===== config.mk =====
export PLATFORM = sky130hd
export DESIGN_NAME = mem_attr_table
export DESIGN_NICKNAME = d
export VERILOG_FILES = /design/src/rtl/mat_pkg.sv /design/src/rtl/mat_store.sv /design/src/rtl/mat_regport.sv /design/src/rtl/mat_lookup.sv /design/src/rtl/mem_attr_table.sv
export SDC_FILE = /design/constraint.sdc
export NUM_CORES = 1
export LEC_CHECK = 0
export ABC_AREA = 1
export BUFFER_PORTS_ARGS = -buffer_cell sky130_fd_sc_hd__buf_4
export CORE_ASPECT_RATIO = 1.5
export CORE_UTILIZATION = 45
export DETAILED_ROUTE_END_ITERATION = 12
export SLEW_MARGIN = 5
export SYNTH_ARGS = -nofsm -noshare
export SYNTH_HDL_FRONTEND = slang
export SYNTH_SLANG_ARGS = --single-unit

===== constraint.sdc =====
create_clock -name clk -period 3.9 [get_ports clk]
set_clock_uncertainty 0.15 [all_clocks]
set_input_delay 0.39 -clock clk [delete_from_list [all_inputs] [get_ports clk]]
set_output_delay 0.39 -clock clk [all_outputs]
set_load 0.01 [all_outputs]

===== src/rtl/mat_pkg.sv =====
package mat_pkg;

    localparam int WORD_W   = 32;
    localparam int CACHE_POS = 0;
    localparam int PREF_POS  = 3;
    localparam logic [WORD_W-1:0] LIVE_MASK = (WORD_W'(1) << CACHE_POS) | (WORD_W'(1) << PREF_POS);

    typedef struct packed {
        logic pref;
        logic cache;
    } attr_t;

    function automatic logic [WORD_W-1:0] attr_to_word(attr_t a);
        logic [WORD_W-1:0] w;
        w = '0;
        w[CACHE_POS] = a.cache;
        w[PREF_POS]  = a.pref;
        return w;
    endfunction

    function automatic attr_t word_to_attr(logic [WORD_W-1:0] w);
        attr_t a;
        a.cache = w[CACHE_POS];
        a.pref  = w[PREF_POS];
        return a;
    endfunction

endpackage


===== src/rtl/mat_store.sv =====
module mat_store
    import mat_pkg::*;
#(
    parameter int NUM_REGIONS = 256,
    parameter int RO_REGIONS  = 16,
    localparam int IDX_W      = $clog2(NUM_REGIONS)
) (
    input  logic             clk,
    input  logic             rst,
    input  logic             wr_en,
    input  logic [IDX_W-1:0] wr_idx,
    input  attr_t            wr_attr,
    input  logic [IDX_W-1:0] rd_idx_a,
    output attr_t            rd_attr_a,
    input  logic [IDX_W-1:0] rd_idx_b,
    output attr_t            rd_attr_b
);

    attr_t entry [NUM_REGIONS];

    for (genvar g = 0; g < NUM_REGIONS; g++) begin : g_ent
        if (g < RO_REGIONS) begin : g_fixed
            assign entry[g] = '0;
        end else begin : g_live
            attr_t q;
            always_ff @(posedge clk) begin
                if (rst)
                    q <= '0;
                else if (wr_en && wr_idx == IDX_W'(g))
                    q <= wr_attr;
            end
            assign entry[g] = q;
        end
    end

    assign rd_attr_a = entry[rd_idx_a];
    assign rd_attr_b = entry[rd_idx_b];

    // a write to a writable region is held the next cycle
    assert_write_stored_R3: assert property (@(posedge clk) disable iff (rst)
        (wr_en && int'(wr_idx) >= RO_REGIONS) |=> (entry[$past(wr_idx)] == $past(wr_attr)));

endmodule


===== src/rtl/mat_regport.sv =====
module mat_regport
    import mat_pkg::*;
#(
    parameter int NUM_REGIONS = 256,
    parameter int RO_REGIONS  = 16,
    localparam int IDX_W      = $clog2(NUM_REGIONS),
    localparam int CFG_AW     = IDX_W + 2
) (
    input  logic              clk,
    input  logic              rst,
    input  logic              cfg_valid,
    input  logic              cfg_write,
    input  logic [CFG_AW-1:0] cfg_addr,
    input  logic [WORD_W-1:0] cfg_wdata,
    output logic              cfg_ack,
    output logic [WORD_W-1:0] cfg_rdata,
    output logic              wr_en,
    output logic [IDX_W-1:0]  acc_idx,
    output attr_t             wr_attr,
    input  attr_t             rd_attr
);

    logic unused_byte_lane;
    assign unused_byte_lane = ^cfg_addr[1:0];

    assign acc_idx = cfg_addr[CFG_AW-1:2];
    assign wr_en   = cfg_valid && cfg_write;
    assign wr_attr = word_to_attr(cfg_wdata);

    always_ff @(posedge clk) begin
        if (rst) begin
            cfg_ack   <= 1'b0;
            cfg_rdata <= '0;
        end else begin
            cfg_ack   <= cfg_valid;
            cfg_rdata <= (cfg_valid && !cfg_write) ? attr_to_word(rd_attr) : '0;
        end
    end

    // acknowledge follows each request by one cycle
    assert_ack_follows_R7: assert property (@(posedge clk) disable iff (rst)
        cfg_valid |=> cfg_ack);
    assert_no_spurious_ack_R7: assert property (@(posedge clk) disable iff (rst)
        !cfg_valid |=> !cfg_ack);
    // reserved bits never read as one
    assert_reserved_zero_R3: assert property (@(posedge clk) disable iff (rst)
        cfg_ack |-> ((cfg_rdata & ~LIVE_MASK) == '0));
    // a read-only region reads zero
    assert_ro_read_zero_R4: assert property (@(posedge clk) disable iff (rst)
        (cfg_valid && !cfg_write && int'(acc_idx) < RO_REGIONS) |=> (cfg_rdata == '0));

endmodule


===== src/rtl/mat_lookup.sv =====
module mat_lookup
    import mat_pkg::*;
#(
    parameter int NUM_REGIONS = 256,
    parameter int RO_REGIONS  = 16,
    localparam int IDX_W      = $clog2(NUM_REGIONS)
) (
    input  logic             clk,
    input  logic             rst,
    input  logic             lk_valid,
    input  logic [IDX_W-1:0] lk_idx,
    output logic [IDX_W-1:0] rd_idx,
    input  attr_t            rd_attr,
    output logic             lk_out_valid,
    output logic             lk_cacheable,
    output logic             lk_prefetchable
);

    assign rd_idx = lk_idx;

    always_ff @(posedge clk) begin
        if (rst) begin
            lk_out_valid    <= 1'b0;
            lk_cacheable    <= 1'b0;
            lk_prefetchable <= 1'b0;
        end else begin
            lk_out_valid    <= lk_valid;
            lk_cacheable    <= lk_valid && rd_attr.cache;
            lk_prefetchable <= lk_valid && rd_attr.pref;
        end
    end

    // result one cycle after the request
    assert_lookup_latency_R2: assert property (@(posedge clk) disable iff (rst)
        lk_valid |=> lk_out_valid);
    // internal regions never report cacheable or prefetchable
    assert_ro_lookup_zero_R4: assert property (@(posedge clk) disable iff (rst)
        (lk_valid && int'(lk_idx) < RO_REGIONS) |=> (!lk_cacheable && !lk_prefetchable));

endmodule


===== src/rtl/mem_attr_table.sv =====
module mem_attr_table
    import mat_pkg::*;
#(
    parameter int NUM_REGIONS = 256,
    parameter int RO_REGIONS  = 16,
    parameter int LA_W        = 32,
    localparam int IDX_W      = $clog2(NUM_REGIONS),
    localparam int CFG_AW     = IDX_W + 2
) (
    input  logic              clk,
    input  logic              rst,
    input  logic              cfg_valid,
    input  logic              cfg_write,
    input  logic [CFG_AW-1:0] cfg_addr,
    input  logic [WORD_W-1:0] cfg_wdata,
    output logic              cfg_ack,
    output logic [WORD_W-1:0] cfg_rdata,
    input  logic              lk_valid,
    input  logic [LA_W-1:0]   lk_addr,
    output logic              lk_out_valid,
    output logic              lk_cacheable,
    output logic              lk_prefetchable
);

    logic             wr_en;
    logic [IDX_W-1:0] acc_idx;
    logic [IDX_W-1:0] lk_rd_idx;
    attr_t            wr_attr;
    attr_t            cfg_rd_attr;
    attr_t            lk_rd_attr;
    logic             unused_offset;

    assign unused_offset = ^lk_addr[LA_W-IDX_W-1:0];

    mat_regport #(.NUM_REGIONS(NUM_REGIONS), .RO_REGIONS(RO_REGIONS)) u_regport (
        .clk(clk), .rst(rst),
        .cfg_valid(cfg_valid), .cfg_write(cfg_write), .cfg_addr(cfg_addr),
        .cfg_wdata(cfg_wdata), .cfg_ack(cfg_ack), .cfg_rdata(cfg_rdata),
        .wr_en(wr_en), .acc_idx(acc_idx), .wr_attr(wr_attr), .rd_attr(cfg_rd_attr)
    );

    mat_store #(.NUM_REGIONS(NUM_REGIONS), .RO_REGIONS(RO_REGIONS)) u_store (
        .clk(clk), .rst(rst),
        .wr_en(wr_en), .wr_idx(acc_idx), .wr_attr(wr_attr),
        .rd_idx_a(acc_idx), .rd_attr_a(cfg_rd_attr),
        .rd_idx_b(lk_rd_idx), .rd_attr_b(lk_rd_attr)
    );

    mat_lookup #(.NUM_REGIONS(NUM_REGIONS), .RO_REGIONS(RO_REGIONS)) u_lookup (
        .clk(clk), .rst(rst),
        .lk_valid(lk_valid), .lk_idx(lk_addr[LA_W-1 -: IDX_W]),
        .rd_idx(lk_rd_idx), .rd_attr(lk_rd_attr),
        .lk_out_valid(lk_out_valid), .lk_cacheable(lk_cacheable),
        .lk_prefetchable(lk_prefetchable)
    );

    // outputs are quiet in the cycle after reset
    assert_reset_quiet_R5: assert property (@(posedge clk)
        rst |=> (!cfg_ack && !lk_out_valid && !lk_cacheable && !lk_prefetchable));

endmodule


==> results.md <==
* Status: completed
* Die Span X at between 200 and 250 um
* Worst min path class: primary input to flop
* CTS max path bufs at 3
* Peak VDD IR at between 0.3 and 0.4 mV
* CTS buffer count at 51
* Post-CTS Hold Fix Bufs at 5
* Least-Margin Pin Slew at between 800 and 900 ps
* Die Ht at around 300 um
* Core Region at 0.0589 mm2
* Hold path start: cfg_wdata[3]
* Final antenna-violating net count at 0
* Commonest non-fill, non-tap cell in the layout: nand2_1
* 1st-pass router iterations at 6
* Initial antenna violation count at 1
* Setup Fix Bufs, Post-CTS at 0
* Via Count at between 20,000 and 30,000
* Post-DR vias/cell at between 5 and 6
* Power per cell area at between 300 and 400 mW/mm2
* Clock Sink Count at 486
* Area growth, synth to finish at 8.86%
* EDFF count, synth at 0
* Flop2flop setup slack at 1620 ps
* CTS clk-pin slew, worst paths at 60 ps
* Commonest cells after routing, fill and taps aside: 1,243 x nand2_1, 529 x a21oi_1, 486 x dfxtp_1
* Power Internal at about 0.0081 W
* Yosys warns at 0
* Setup TNS at 0 ps
* Fin. max-slew vios at 0
* DRT iter0 DRCs at 2,726
* Initial core utilization at around 45%
* Sw Ratio at a little over a quarter
* Worst r2r src: u_store.entry[441]
* Asr flop ratio synth at 0%
* Relative slew margins at a little over two fifths
* Leakage at ~11 nW
* GRT overflow at 0
* Sw Pwr at ~0.003 W
* Syn Inst Count at between 4,000 and 5,000
* Worst Path Required at around 4300 ps
* Seq pwr share at between 40% and 50%
* Share of layout cells above drive strength 1 at between 7 and 8%
* Root buf cell: clkbuf_16
* Post-layout min period at around 2800 ps
* Largest net degree at the start of global routing at approximately 120
* Ant. Diodes at 0
* Synthesized area at around 0.027 mm2
* Clk pwr share at a little under half
* Die ar. at roughly 0.060 mm2
* Post-Layout Cell Count at between 4,000 and 5,000
* Clk_lat worst skew at around 630 ps
* CP endpoint: u_store.entry[337]
* GRT Total Usage at about a third
* NumNets Final at 4,257
* CP endpoint kind: flop
* Placed cell count at between 4,000 and 5,000
* I/O pin count at 115
* Vias in the first global route at about 26,000
* Remaining DRCs at 0
* Maximum fanout along the worst path at 17
* Setup Viol. Count Final at 0
* Hpwl dp at 62,400 um
* Critical path arrival at between 3000 and 4000 ps
* Reg2Reg Depth at 10
* F_max at 0.357 GHz
* Mean Syn Cell Area at 6.17 um2
* Cts repair resizes at 0
* Synth unique cells at 25
* Final hold violation count at 0
* Crit share post-route at around 70%
* Seq cells post-synth at roughly 500
* Port Buf Inserts at 28
* Setup crit start kind: primary input
* Top_reg_cell synth: dfxtp_1
* CTS tree: done
* Critical path origin: cfg_valid
* Seq/Total Area, Yosys at between 30% and 40%
* Aggregate routed wire length at roughly 100,000 um
* Critical path class: primary input to flop
* FP Rows at 109
* Power, Total at ~0.011 W
* Routed len/inst at between 20 and 25 um
* RSZ-0062 raised after global routing: false
* H-tree depth reported by CTS at 2
* Fin Hold WS at about 35 ps
* Global-route wire length before repair at around 160,000 um
* Max cap viols at 0
* Logic gate share of total power at roughly a tenth
* Gpl congestion at between 0.9 and 1
* FF-to-FF End: u_regport.cfg_rdata[3]
==> power groups by stage <==
stage          clock network (W)  registers [W]  logic (W)
2_1_floorplan                  0        0.00509   0.000633
3_3_place_gp                   0        0.00509    0.00103
3_5_place_dp                   0        0.00509    0.00103
4_1_cts                  0.00515        0.00498    0.00104
5_1_grt                  0.00535        0.00497    0.00111
6_report                 0.00510        0.00498    0.00106
==> kinds of logic (layout without fill, tap and decap cells) <==
kind of cell           after synthesis  count (layout)  synth area share (%)
AND/OR/NAND/NOR                   2105            2105                  32.5
flip-flops                         486             486                  36.3
AO/OA/AOI/OAI                     1166            1166                  22.1
other                                1              30                0.0140
buffers and inverters              581             434                  9.04
==> cell usage after synthesis (23+ instances only) <==
master,instances,share of area (%)
nand2_1,1243,17
a21oi_1,529,9.9
dfxtp_1,486,36
nand3_1,415,7.8
o21ai_0,395,7.4
nor2_1,337,4.7
o21ai_1,208,3.9
clkbuf_1,199,2.8
inv_1,195,2.7
nor2_2,83,1.9
buf_2,71,1.3
buf_4,36,1.0
inv_2,36,0.50
buf_1,35,0.49
nand4_1,23,0.54
==> metrics by stage <==
stage,utilization [%],setup WS [ps],instance area [um2]
4_1_cts,49.5,1320,29100
5_1_grt,49.5,970,29100
6_report,49.5,1100,29100
3_3_place_gp,46.5,779,27400
3_5_place_dp,46.5,751,27400
2_1_floorplan,-,1960,26900
==> registers in the layout, indices dropped and copies added (netlist names) <==
signal and flops:
u_regport.cfg_rdata 2, u_lookup.lk_cacheable 1, u_lookup.lk_prefetchable 1, u_store.entry 480
u_lookup.lk_out_valid 1, u_regport.cfg_ack 1
==> area by class of cell <==
class,instances,area (um2)
Fill cell,6255,29800
Multi-Input combinational cell,3301,14800
Inverter,238,923
Timing Repair Buffer,100,1050
Clock inverter,23,234
Clock buffer,73,1470
Sequential cell,486,9730
Tap cell,777,972
==> worst min path at each step <==
stage	slack (ps)	endpoint	cells past startpoint
3_5_place_dp	310	u_store.entry[8]	2
6_report	40	u_store.entry[9]	3
2_1_floorplan	290	u_store.entry[4]	2
5_1_grt	30	u_store.entry[3]	3
3_3_place_gp	300	u_store.entry[4]	2
4_1_cts	5	u_store.entry[17]	3
==> critical path, cell delays in order <==
cell	delay, ps
dlygate4sd3_1	540
buf_4	120
nand2_1	390
nor2_1	670
inv_2	500
nor2_1	320
o21ai_0	120
a21oi_1	130
==> layer usage <==
metal  GRT usage, %  up-vias  routed length [um]
li1               -    13900                   -
met1           41.7    13000               41400
met2           56.7     1230               48800
met3           4.65      310                7850
met4           19.7        2                6380
met5              0        -                  17
No activity file was read; power rests on OpenSTA's default activity.
